## src/rtl/mseq_pkg.sv

```systemverilog
package mseq_pkg;
  localparam int STEP_W = 3;
  localparam int OP_W   = 8;
  localparam int WORD_W = 16;
  localparam int ADDR_W = STEP_W + OP_W + 1;

  localparam int RD_W  = 4;
  localparam int ADR_W = 3;
  localparam int WR_W  = 4;
  localparam int INC_W = 2;

  typedef struct packed {
    logic [RD_W-1:0]  rdSel;
    logic [ADR_W-1:0] adrSel;
    logic [WR_W-1:0]  wrSel;
    logic [INC_W-1:0] incSel;
    logic             irLoad;
    logic             hiPtrLoad;
    logic             endInstr;
  } ctrlWord_t;

  // strobes from control to datapath
  typedef struct packed {
    logic irLoad;
    logic irFromWrite;
    logic forceZero;
  } seqStrobe_t;

  localparam logic [WORD_W-1:0] W_FETCH_END = 16'h0005;
  localparam logic [WORD_W-1:0] W_INT_ENTRY = 16'h01C4;
endpackage

```

## src/rtl/mseq_store.sv

```systemverilog
module mseq_store
  import mseq_pkg::*;
(
  input  logic [ADDR_W-1:0] addr,
  output ctrlWord_t         word
);
  logic [STEP_W-1:0] q;
  logic [OP_W-1:0]   op;
  logic              intFlag;
  logic [WORD_W-1:0] raw;

  assign q       = addr[ADDR_W-1 -: STEP_W];
  assign op      = addr[OP_W:1];
  assign intFlag = addr[0];

  always_comb begin
    raw = W_FETCH_END;
    if (intFlag) begin
      if (q == '0) raw = W_INT_ENTRY;
    end else begin
      case (op)
        8'h11: begin
          case (q)
            3'd0:    raw = 16'h3200;
            3'd1:    raw = 16'h0045;
            default: raw = W_FETCH_END;
          endcase
        end
        8'h22: begin
          case (q)
            3'd0:    raw = 16'h0010;
            3'd1:    raw = 16'h0002;
            3'd2:    raw = 16'h0A00;
            default: raw = W_FETCH_END;
          endcase
        end
        8'h33: begin
          if (q != 3'd7) raw = 16'h0008;
        end
        default: raw = W_FETCH_END;
      endcase
    end
  end

  assign word = ctrlWord_t'(raw);
endmodule

```

## src/rtl/mseq_ctrl.sv

```systemverilog
module mseq_ctrl
  import mseq_pkg::*;
(
  input  logic              clk,
  input  logic              rstN,
  input  logic              intReq,
  input  ctrlWord_t         word,
  output logic [STEP_W-1:0] step,
  output logic              intActive,
  output seqStrobe_t        strobe
);
  logic takeInt;

  assign takeInt = word.endInstr & intReq & ~intActive;

  always_ff @(posedge clk) begin
    if (!rstN) begin
      step      <= '0;
      intActive <= 1'b0;
    end else begin
      step      <= word.endInstr ? '0 : step + 1'b1;
      intActive <= takeInt;
    end
  end

  always_comb begin
    strobe.irLoad      = word.irLoad;
    strobe.irFromWrite = intActive;
    strobe.forceZero   = intActive;
  end
endmodule

```

## src/rtl/mseq_dpath.sv

```systemverilog
module mseq_dpath
  import mseq_pkg::*;
(
  input  logic              clk,
  input  logic              rstN,
  input  seqStrobe_t        strobe,
  input  logic [STEP_W-1:0] step,
  input  logic              intActive,
  input  logic [OP_W-1:0]   dataBus,
  input  logic [OP_W-1:0]   writeBus,
  output logic [OP_W-1:0]   irValue,
  output logic [ADDR_W-1:0] ctrlAddr
);
  logic [OP_W-1:0] opLines;

  always_ff @(posedge clk) begin
    if (!rstN)             irValue <= '0;
    else if (strobe.irLoad) irValue <= strobe.irFromWrite ? writeBus : dataBus;
  end

  assign opLines  = strobe.forceZero ? '0 : irValue;
  assign ctrlAddr = {step, opLines, intActive};
endmodule

```

## src/rtl/mseq_top.sv

```systemverilog
module mseq_top
  import mseq_pkg::*;
(
  input  logic              clk,
  input  logic              rstN,
  input  logic              intReq,
  input  logic [OP_W-1:0]   dataBus,
  input  logic [OP_W-1:0]   writeBus,
  output logic [STEP_W-1:0] step,
  output logic              intActive,
  output logic [OP_W-1:0]   irValue,
  output logic [ADDR_W-1:0] ctrlAddr,
  output logic [WORD_W-1:0] ctrlWord,
  output logic [RD_W-1:0]   rdSel,
  output logic [ADR_W-1:0]  adrSel,
  output logic [WR_W-1:0]   wrSel,
  output logic [INC_W-1:0]  incSel,
  output logic              irLoad,
  output logic              hiPtrLoad
);
  ctrlWord_t  word;
  seqStrobe_t strobe;

  mseq_ctrl u_ctrl (
    .clk(clk), .rstN(rstN), .intReq(intReq), .word(word),
    .step(step), .intActive(intActive), .strobe(strobe)
  );

  mseq_dpath u_dpath (
    .clk(clk), .rstN(rstN), .strobe(strobe), .step(step),
    .intActive(intActive), .dataBus(dataBus), .writeBus(writeBus),
    .irValue(irValue), .ctrlAddr(ctrlAddr)
  );

  mseq_store u_store (.addr(ctrlAddr), .word(word));

  assign ctrlWord  = word;
  assign rdSel     = word.rdSel;
  assign adrSel    = word.adrSel;
  assign wrSel     = word.wrSel;
  assign incSel    = word.incSel;
  assign irLoad    = word.irLoad;
  assign hiPtrLoad = word.hiPtrLoad;
endmodule

```

## config.mk

```make
export PLATFORM = sky130hd
export DESIGN_NAME = mseq_top
export DESIGN_NICKNAME = d
export VERILOG_FILES = /design/src/rtl/mseq_pkg.sv /design/src/rtl/mseq_store.sv /design/src/rtl/mseq_ctrl.sv /design/src/rtl/mseq_dpath.sv /design/src/rtl/mseq_top.sv
export SDC_FILE = /design/constraint.sdc
export NUM_CORES = 1
export LEC_CHECK = 0
export ABC_AREA = 1
export ABC_CLOCK_PERIOD_IN_PS = 2100
export CORE_MARGIN = 4
export CORE_UTILIZATION = 36
export DETAILED_ROUTE_END_ITERATION = 6
export GPL_TIMING_DRIVEN = 0
export PLACE_DENSITY_LB_ADDON = 0.08
export SETUP_SLACK_MARGIN = 0.15
export SLEW_MARGIN = 20
export SYNTH_ARGS = -nofsm -noshare
export SYNTH_HDL_FRONTEND = slang
export SYNTH_SLANG_ARGS = --single-unit
export TNS_END_PERCENT = 50
```

## constraint.sdc

```tcl
create_clock -name clk -period 2.1 [get_ports clk]
set_input_delay 0.42 -clock clk [delete_from_list [all_inputs] [get_ports clk]]
set_output_delay 0.42 -clock clk [all_outputs]
set_load 0.01 [all_outputs]
```

==> results of run 1 <==
==> power by group through the flow <==
stage          logic [W]  registers, W  clock network [W]
2_1_floorplan   0.000149      0.000266                  0
3_3_place_gp    0.000285      0.000262                  0
3_5_place_dp    0.000290      0.000262                  0
4_1_cts         0.000336      0.000258           0.000135
5_1_grt         0.000384      0.000262           0.000147
6_report        0.000359      0.000260           0.000137
==> worst paths after layout <==
check | start | endpoint | cells past startpoint
max reg2reg | u_ctrl.intActive | u_dpath.irValue[5] | 10
min | u_ctrl.step[0] | u_ctrl.step[0] | 2
max | u_ctrl.intActive | ctrlWord[9] | 9
min reg2reg | u_ctrl.step[0] | u_ctrl.step[0] | 2
==> per-stage QoR <==
| stage | utilization | hold slack (ps) | power, W | area, sq um |
|---|---|---|---|---|
| final | 0.798 | 589 | 0.000756 | 2260 |
| after global routing | 0.798 | 608 | 0.000794 | 2260 |
| after CTS | 0.756 | 554 | 0.000729 | 2140 |
| after detailed placement | 0.650 | 507 | 0.000552 | 1840 |
| after global placement | 0.650 | 490 | 0.000547 | 1840 |
| after floorplan | - | 495 | 0.000415 | 1150 |
==> repair_timing <==
| action | CTS | global route |
|---|---|---|
| setup endpoints to repair | 23 | 26 |
| resized for setup | 111 | 38 |
| pin swaps | 18 | 8 |
| setup buffers | 20 | 5 |
==> synth_stat cells (all sizes together), types with 2 or more instances <==
cell type / n / area (sq um)
nor3: 6 / 50.1
buf: 25 / 188
nand2: 40 / 178
clkbuf: 2 / 7.51
mux2i: 4 / 40.0
nand4: 2 / 12.5
inv: 22 / 82.6
nor3b: 2 / 15.0
a21oi: 5 / 25.0
ha: 5 / 62.6
nand3: 11 / 67.6
nor2: 22 / 106
dfxtp: 12 / 240
==> worst reg2reg max path, delay by kind of cell (launching register included) <==
| kind | cells | cell delay, ps |
|---|---|---|
| simple gates | 7 | 770 |
| buf+inv | 3 | 420 |
| flops | 1 | 370 |
==> layout make-up <==
cell class / instances / area (sq um)
Multi-Input combinational cell: 108 / 821
Timing Repair Buffer: 90 / 818
Clock buffer: 3 / 22.5
Inverter: 22 / 95.1
Sequential cell: 12 / 254
Tap cell: 31 / 38.8
Buffer: 27 / 208
Fill cell: 181 / 572
==> logic make-up (layout without fill, tap and decap cells) <==
family,after synthesis,count (layout),synth area share
AOI/OAI and AO/OA,6,6,0.0272
muxes,4,4,0.0363
adders and majority gates,5,5,0.0568
other,1,8,0.00340
DFF,12,12,0.218
buffers and inverters,49,142,0.252
and+or+nand+nor,85,85,0.406
==> metal layers <==
| metal | routed length (microns) | part of all wire |
|---|---|---|
| met1 | 1590 | 0.38 |
| met2 | 2210 | 0.54 |
| met3 | 306 | 0.074 |
| met4 | 29 | 0.0070 |
| met5 | 0 | 0 |
==> sequential cells by signal, summed over array words and instances (netlist names) <==
| register | count |
|---|---|
| u_dpath.irValue | 8 |
| u_ctrl.intActive | 1 |
| u_ctrl.step | 3 |
==> reports/summary.txt, run 1 <==
Status -> complete, but fails checks
Violated checks -> setup timing
Worst-path cell chain -> inv_8 -> nand3_2 -> nor2_4 -> nand2_4 -> nor3_4 -> buf_4 -> or2_4 -> buf_4 -> buf_6
Initial antenna violation count -> 0
Final worst setup slack -> -129 ps
Die Y -> 63.3 microns
All-Layer GR Usage -> 0.193
Residual DRC count -> 0
Clk_lat worst skew -> 270 ps
CP bufs+invs -> 4
Critical path class -> flip-flop to output pin
Critical path arrival -> 1810 ps
CP max-delay cell -> dfxtp_4
CP most frequent cell -> buf_4
Most frequent cells in the layout -> 48 x buf_4, 38 x clkdlybuf4s50_1, 25 x nand2_1
Crit start category -> flip-flop
Post-Synthesis Cell Area -> 1100 sq um
#FFs+latches synth -> 12
Clock Pin Slew Worst Setup and Hold Paths -> 70 ps
Crit path max fanout -> 8
P_int -> 0.000493 W
Largest net degree at the start of global routing -> 11
Synth unique cells -> 24
Final Max Tran Viols -> 0
Sum Neg Setup Slack -> -477 ps
Non-filler cells, final -> 293
F_max -> 449 MHz
Core Area -> 2830 sq um
Post-synthesis sequential area ratio -> 0.218
First-pass DRT Iterations -> 4
Critical Path RT -> 1680 ps
Power density over the cells -> 335 nW/um^2
Switching power -> 0.000263 W
Reg2reg setup slack -> 430 ps
DRT iter0 DRCs -> 29
Met3 usage -> 0.0409
Placed cells -> 265
Sw frac -> 0.347
Delay-heaviest family, CP -> simple AND/OR/NAND/NOR gates
Synthesis Warnings -> 0
Leakage power -> 1.19 nW
# port buffers -> 65
Met1 usage -> 0.214
Cts hold-fix bufs -> 0
GPL Wtd Cong -> 0.866
Crit-path max cell delay -> 370 ps
Initial Utilization -> 0.390
Most common cell after layout, fill and taps aside -> buf_4
Drt wl/cell -> 14.1 microns
CTS tree -> done
Clock buffers created by TritonCTS -> 3
Ratio of cells with drive above 1 in the final layout -> 0.492
RSZ-0062 raised after global routing -> true
Max cap viols -> 0
DP Worst Slack -> -443 ps
CTS Buffer Depth -> 2
Top Usage Layer GRT -> met2
Area grow syn2layout -> 105%
First-pass GRT wire length -> 6350 microns
Worst min path class -> flip-flop to flip-flop
Final Hold Viols -> 0
Crit end category -> output pin
CTS root buf -> clkbuf_4
Nets@finish -> 288
ANT nets after route -> 0
Vias in the first global route -> 1398
Async SR Flop Fraction -> 0
Mapped Cells -> 162
Minimum clock period -> 2230 ps
Vias per cell -> 4.71
Die area -> 4010 sq um
Row count -> 19
Seq pwr share -> 0.344
I/O Pins -> 74
DIE WIDTH -> 63.3 microns
Routed wire length -> 4140 microns
GRT overflow -> 0
Met2 Usage GRT -> 0.364
EDFF count, synth -> 0
Avg Cell Area, Syn -> 6.80 sq um
Sink Count -> 12
Final setup violation count -> 7
H-tree levels -> 1
Antenna diodes -> 0
Final Cycle Share -> 1.06
Worst VDD drop -> 0.000298 V
Vias -> 1380
Clock power share -> 0.181
Combinational share of power -> 0.475
Synth Flop Type -> dfxtp_1
Clock skew -> 3.06 ps
HPWL Detailed -> 2690 microns
Note: power is estimated with default switching activity, not from simulation.
==> run 2, diff against run 1 <==
- ABC_CLOCK_PERIOD_IN_PS: 2100 -> 2000
- CORE_MARGIN: 4 -> 10
- CORE_UTILIZATION: 36 -> 32
- clock period: 2.1 -> 2 ns (I/O delays scaled with it)
==> run 2 against run 1 <==
- the run still ends with setup timing left
- total power up 12%
- combinational power is 5% higher
- routed wire length is 3.4% higher
- flip-flop and latch count unchanged
- sequential share of layout area about the same
- count of clock-buffer cells in the layout is 1 higher
- sequential power increased by 5%
- clock skew is essentially flat
- largest power group unchanged
==> reports/summary.txt, run 2 (synthesized netlist as in run 1, its figures left out) <==
First-pass GRT wire length -> 6710 microns (+5.6%)
Nets@finish -> 286 (-0.69%)
DRT iter0 DRCs -> 59 (+100%)
ANT nets after route -> 0 (unchanged)
Cts hold-fix bufs -> 0 (unchanged)
All-Layer GR Usage -> 0.129 (-0.0642)
Crit-path max cell delay -> 390 ps (+20 ps)
CP max-delay cell -> dfxtp_4
Die Y -> 78.7 microns (+24%)
Largest regs -> u_dpath.irValue: 8 flops, u_ctrl.step: 3 flops, u_ctrl.intActive: 1 flops
Sink Count -> 12 (unchanged)
Residual DRC count -> 0 (unchanged)
Most frequent cells in the layout -> 51 x buf_4, 34 x clkdlybuf4s50_1, 24 x nand2_1
Crit path max fanout -> 4 (-4)
RSZ-0062 raised after global routing -> true
Worst-path cell chain -> inv_4 -> ha_4 -> nand2_4 -> inv_4 -> nand2_4 -> nor3_4 -> buf_6 -> or2_1 -> buf_4 -> buf_6
Seq pwr share -> 0.322 (-0.022)
Initial antenna violation count -> 0 (unchanged)
HPWL Detailed -> 3170 microns (+18%)
CP bufs+invs -> 5 (+1)
R2r endpoint -> u_dpath.irValue[7]
Hold Path Depth -> 2 (unchanged)
Vias in the first global route -> 1429 (+2.2%)
Worst VDD drop -> 0.000229 V (-23%)
CTS tree -> done
Violated checks -> setup timing
Die area -> 6190 sq um (+54%)
Core Area -> 3340 sq um (+18%)
Critical path class -> flip-flop to output pin
Crit start category -> flip-flop
Clock Pin Slew Worst Setup and Hold Paths -> 70 ps (about the same)
Critical path arrival -> 1710 ps (-100 ps)
Largest Register -> u_dpath.irValue
Worst Setup SP -> u_ctrl.step[0]
Drt wl/cell -> 13.9 microns (-1.4%)
Final Cycle Share -> 1.06
Antenna diodes -> 0 (unchanged)
# port buffers -> 65 (unchanged)
GRT overflow -> 0 (unchanged)
CTS root buf -> clkbuf_4
Clock buffers created by TritonCTS -> 3 (unchanged)
Area grow syn2layout -> 103%
DIE WIDTH -> 78.7 microns (+24%)
Vias per cell -> 4.46 (-5.3%)
Initial Utilization -> 0.330 (-0.0593)
Worst hold slack -> 584 ps (-5.08 ps)
Most common cell after layout, fill and taps aside -> buf_4
Power density over the cells -> 378 nW/um^2 (+13%)
Status -> complete, but fails checks
Delay-heaviest family, CP -> buffers and inverters
Final setup violation count -> 8 (+1)
Critical Path RT -> 1600 ps (-80 ps)
GPL Wtd Cong -> 0.853 (-1.6%)
Minimum clock period -> 2110 ps
F_max -> 473 MHz
Final worst setup slack -> -115 ps (+14.3 ps)
Sw frac -> 0.336 (-0.0118)
Leakage power -> 1.15 nW (-3.3%)
Worst r2r path cells -> 11 (+1)
Crit end category -> output pin
Vias -> 1370 (-0.72%)
Largest net degree at the start of global routing -> 11 (unchanged)
Routed wire length -> 4280 microns (+3.4%)
Design Power -> 0.000846 W (+12%)
Worst R2R Start -> u_ctrl.intActive
Ratio of cells with drive above 1 in the final layout -> 0.502 (+0.00955)
Row count -> 21 (+2)
Clk_lat worst skew -> 280 ps (about the same)
Switching power -> 0.000284 W (+8.1%)
Endpoint, Worst Hold -> u_ctrl.step[0]
Combinational share of power -> 0.445 (-0.030)
Max cap viols -> 0 (unchanged)
Clock power share -> 0.233 (+0.052)
I/O Pins -> 74 (unchanged)
Final Max Tran Viols -> 0 (unchanged)
HP Start -> u_ctrl.step[0]
Reg2reg setup slack -> 360 ps (-70 ps)
P_int -> 0.000562 W (+14%)
Max reg flops -> 8 (unchanged)
CTS Buffer Depth -> 2 (unchanged)
Critical Path Stages -> 10 (+1)
H-tree levels -> 1 (unchanged)
Worst min path class -> flip-flop to flip-flop
Final Hold Viols -> 0 (unchanged)
First-pass DRT Iterations -> 4 (unchanged)
Clock skew -> 3.50 ps (+0.447 ps)
## run 2: area by class of cell
class	count	area, sq um
Tap cell	46	57.6
Clock buffer	4	36.3
Buffer	27	216
Timing Repair Buffer	88	800
Inverter	22	97.6
Multi-Input combinational cell	108	777
Fill cell	281	1100
Sequential cell	12	253
## run 2: repair_timing
| action | CTS | global route |
|---|---|---|
| endpoints found under the setup margin | 29 | 22 |
| buffers inserted | 18 | 5 |
| pin swaps | 17 | 14 |
| gates cloned | 0 | 0 |
| resized for setup | 133 | 27 |
## run 2: routing by layer
metal	global-route usage	routed length (microns)	share of wire	vias up
li1	-	-	-	676
met3	0.0439	443	0.10	13
met4	0.0735	173	0.040	0
met5	0	0	0	-
met1	0.129	1630	0.38	616
met2	0.230	2030	0.48	65
## run 2: how the worst max path moves through the flow
stage / end / slack [ps]
global route: ctrlWord[0] / -180
finish: ctrlWord[9] / -110
floorplan: ctrlWord[9] / 130
detailed placement: ctrlWord[9] / -380
global placement: ctrlWord[9] / -330
CTS: ctrlWord[9] / -120
## run 2: power groups by stage
stage / clock (W) / combinational [W] / sequential [W]
3_3_place_gp: 0 / 0.000304 / 0.000276
4_1_cts: 0.000196 / 0.000356 / 0.000270
5_1_grt: 0.000206 / 0.000405 / 0.000274
3_5_place_dp: 0 / 0.000310 / 0.000276
6_report: 0.000197 / 0.000376 / 0.000272
2_1_floorplan: 0 / 0.000157 / 0.000280
## run 2: worst register-to-register path, cell delays in order (launching register included)
cell	delay, ps
dfxtp_4	380
inv_8	60
nand2_4	70
nand2_4	70
nor2_8	170
nand2_4	90
buf_4	150
nand3_4	100
buf_4	160
inv_2	50
nor2_4	170
nor3_2	50
## run 2: through the flow
| stage | setup slack (ps) | setup TNS (ps) | util | area [sq um] | instances |
|---|---|---|---|---|---|
| after floorplan | 128 | 0 | - | 1150 | 169 |
| after global placement | -327 | -4080 | 0.558 | 1860 | 280 |
| after detailed placement | -384 | -5080 | 0.558 | 1860 | 280 |
| after CTS | -120 | -658 | 0.645 | 2150 | 302 |
| after global routing | -181 | -1260 | 0.670 | 2240 | 307 |
| final | -115 | -451 | 0.670 | 2240 | 307 |
==> run 3, diff against run 2 <==
- CORE_UTILIZATION: 32 -> 56
- DONT_BUFFER_PORTS: not set -> 1
- PLACE_DENSITY: not set -> 0.7
- PLACE_DENSITY_LB_ADDON: 0.08 -> not set
==> run 3 against run 2 <==
- the run still ends with setup timing left
- global-route usage rose by 2.9 points
- final cell count fell by 33%
- register-to-register slack got worse by 130 ps
- total power fell by 21%
- utilization rose by 16 points
- flip-flop and latch count did not move
- worst hold slack got worse by 320 ps
- setup slack got worse by 120 ps
- clock skew fell by 0.76 ps
- sequential share of layout area rose by 5.6 points
- clock power fell by 29%
- routed wire length fell by 14%
- critical path type unchanged
==> reports/summary.txt, run 3 (synthesized netlist as in run 1, its figures left out) <==
Final setup violation count -> 11 (+3)
Max cap viols -> 0 (unchanged)
Die area -> 4140 sq um (-33%)
Crit start category -> flip-flop
Worst min path class -> primary input to flip-flop
Clock Pin Slew Worst Setup and Hold Paths -> 60 ps (about the same)
Row count -> 15 (-29%)
Clk_lat worst skew -> 270 ps (about the same)
Initial antenna violation count -> 0 (unchanged)
Critical Path RT -> 1600 ps (about the same)
# port buffers -> 0 (-100%)
Sink Count -> 12 (unchanged)
Placed cells -> 194 (-31%)
F_max -> 448 MHz (-5.3%)
Crit path max fanout -> 8 (+4)
Final worst setup slack -> -234 ps (-119 ps)
Sum Neg Setup Slack -> -1100 ps (-647 ps)
Initial Utilization -> 0.612 (+0.281)
Drt wl/cell -> 17.7 microns (+27%)
All-Layer GR Usage -> 0.159 (+0.0294)
GPL Wtd Cong -> 0.783 (-8.1%)
Power density over the cells -> 447 nW/um^2 (+18%)
Vias -> 1114 (-19%)
Largest net degree at the start of global routing -> 11 (unchanged)
Final Max Tran Viols -> 0 (unchanged)
FILL cells -> 116 (-59%)
Worst VDD drop -> 0.000434 V (+89%)
GRT overflow -> 0 (unchanged)
Vias per cell -> 5.38 (+21%)
Non-filler cells, final -> 207 (-33%)
ANT nets after route -> 0 (unchanged)
Die Y -> 64.4 microns (-18%)
Routed wire length -> 3660 microns (-14%)
Core Area -> 1800 sq um (-46%)
Max reg flops -> 8 (unchanged)
DRT iter0 DRCs -> 46 (-22%)
HPWL Detailed -> 2580 microns (-19%)
CTS tree -> done
Critical path class -> flip-flop to output pin
Minimum clock period -> 2230 ps (+119 ps)
H-tree levels -> 1 (unchanged)
First-pass GRT wire length -> 5420 microns (-19%)
Nets@finish -> 208 (-27%)
Crit end category -> output pin
CTS root buf -> clkbuf_4
CTS Buffer Depth -> 2 (unchanged)
Area grow syn2layout -> 36.3%
RSZ-0062 raised after global routing -> true
Clock buffers created by TritonCTS -> 3 (unchanged)
Clock skew -> 2.74 ps (-0.760 ps)
Most common cell after layout, fill and taps aside -> buf_4
Final Cycle Share -> 1.12 (+0.0593)
Critical path arrival -> 1830 ps (+120 ps)
Antenna diodes -> 0 (unchanged)
I/O Pins -> 74 (unchanged)
Vias in the first global route -> 1117 (-22%)
Status -> complete, but fails checks
First-pass DRT Iterations -> 4 (unchanged)
Violated checks -> setup timing
Largest Register -> u_dpath.irValue
Final Hold Viols -> 0 (unchanged)
Ratio of cells with drive above 1 in the final layout -> 0.522 (+0.0201)
Largest regs -> u_dpath.irValue: 8 flops, u_ctrl.step: 3 flops, u_ctrl.intActive: 1 flops
Most frequent cells in the layout -> 28 x buf_4, 24 x nand2_1, 13 x nor2_1, 13 x inv_1, 10 x nand2_4
Leakage power -> 0.757 nW (-34%)
Residual DRC count -> 0 (unchanged)
DIE WIDTH -> 64.4 microns (-18%)
Worst hold slack -> 264 ps (-320 ps)
run 3: cell types whose count changed in the layout (fill, tap and decap cells not counted), sizes merged:
cell           previous run  this run
dlymetal6s2s              1         0
clkdlybuf4s50            34         0
dlygate4sd2               5         0
clkdlybuf4s15             1         0
buf                      72        35
clkbuf                    6         5
run 3: per-stage QoR:
stage | util | power [W] | worst slack (ps) | cell area, sq um
final | 0.834 | 0.000672 | -234 | 1500
after global routing | 0.834 | 0.000706 | -300 | 1500
after CTS | 0.797 | 0.000647 | -239 | 1440
after detailed placement | 0.658 | 0.000468 | -79.4 | 1190
after global placement | 0.658 | 0.000464 | -56.0 | 1190
after floorplan | - | 0.000437 | 128 | 1150
run 3: path summary, 6_finish.rpt:
check | start | end | slack, ps | depth (start not counted)
min | intReq | u_ctrl.intActive | 260 | 2
max reg2reg | u_ctrl.intActive | u_dpath.irValue[2] | 230 | 13
min reg2reg | u_ctrl.step[0] | u_ctrl.step[0] | 510 | 1
max | u_ctrl.intActive | ctrlWord[9] | -230 | 7
run 3: power by group:
| part | internal [W] | switching [W] | leakage (nW) |
|---|---|---|---|
| combinational | 0.0000994 | 0.000147 | 0.641 |
| sequential | 0.000253 | 0.0000321 | 0.102 |
| clock | 0.0000697 | 0.0000706 | 0.0138 |
run 3: per-layer routing:
| metal | vias to the layer above | part of all wire | global-route usage |
|---|---|---|---|
| met5 | - | 0 | 0 |
| met4 | 0 | 0.020 | 0.0642 |
| met3 | 11 | 0.15 | 0.0923 |
| met2 | 88 | 0.46 | 0.245 |
| met1 | 500 | 0.37 | 0.174 |
| li1 | 515 | - | - |
run 3: area by class of cell:
cell class              instances  area [sq um]  share of cell area
well taps                      25          31.3              0.0208
clock buffers                   3          22.5              0.0150
plain buffers                  27           223               0.148
inverters                      22          95.1              0.0633
multi-input cells             108           798               0.531
repair buffers                 10          78.8              0.0525
flip-flops and latches         12           254               0.169
run 3: critical path: stages, from the launching register on:
cell and delay [ps]:
dfxtp_4 400, inv_8 110, nand3_2 100, nor2_2 210, nand2_4 90, nor3_4 340, or2_4 220, buf_6 100
run 3: what timing repair did:
action	in CTS	in global routing
hold buffers	0	0
gates resized for setup	52	14
pin swaps	12	8
setup buffers	8	2
setup endpoints to repair	22	19
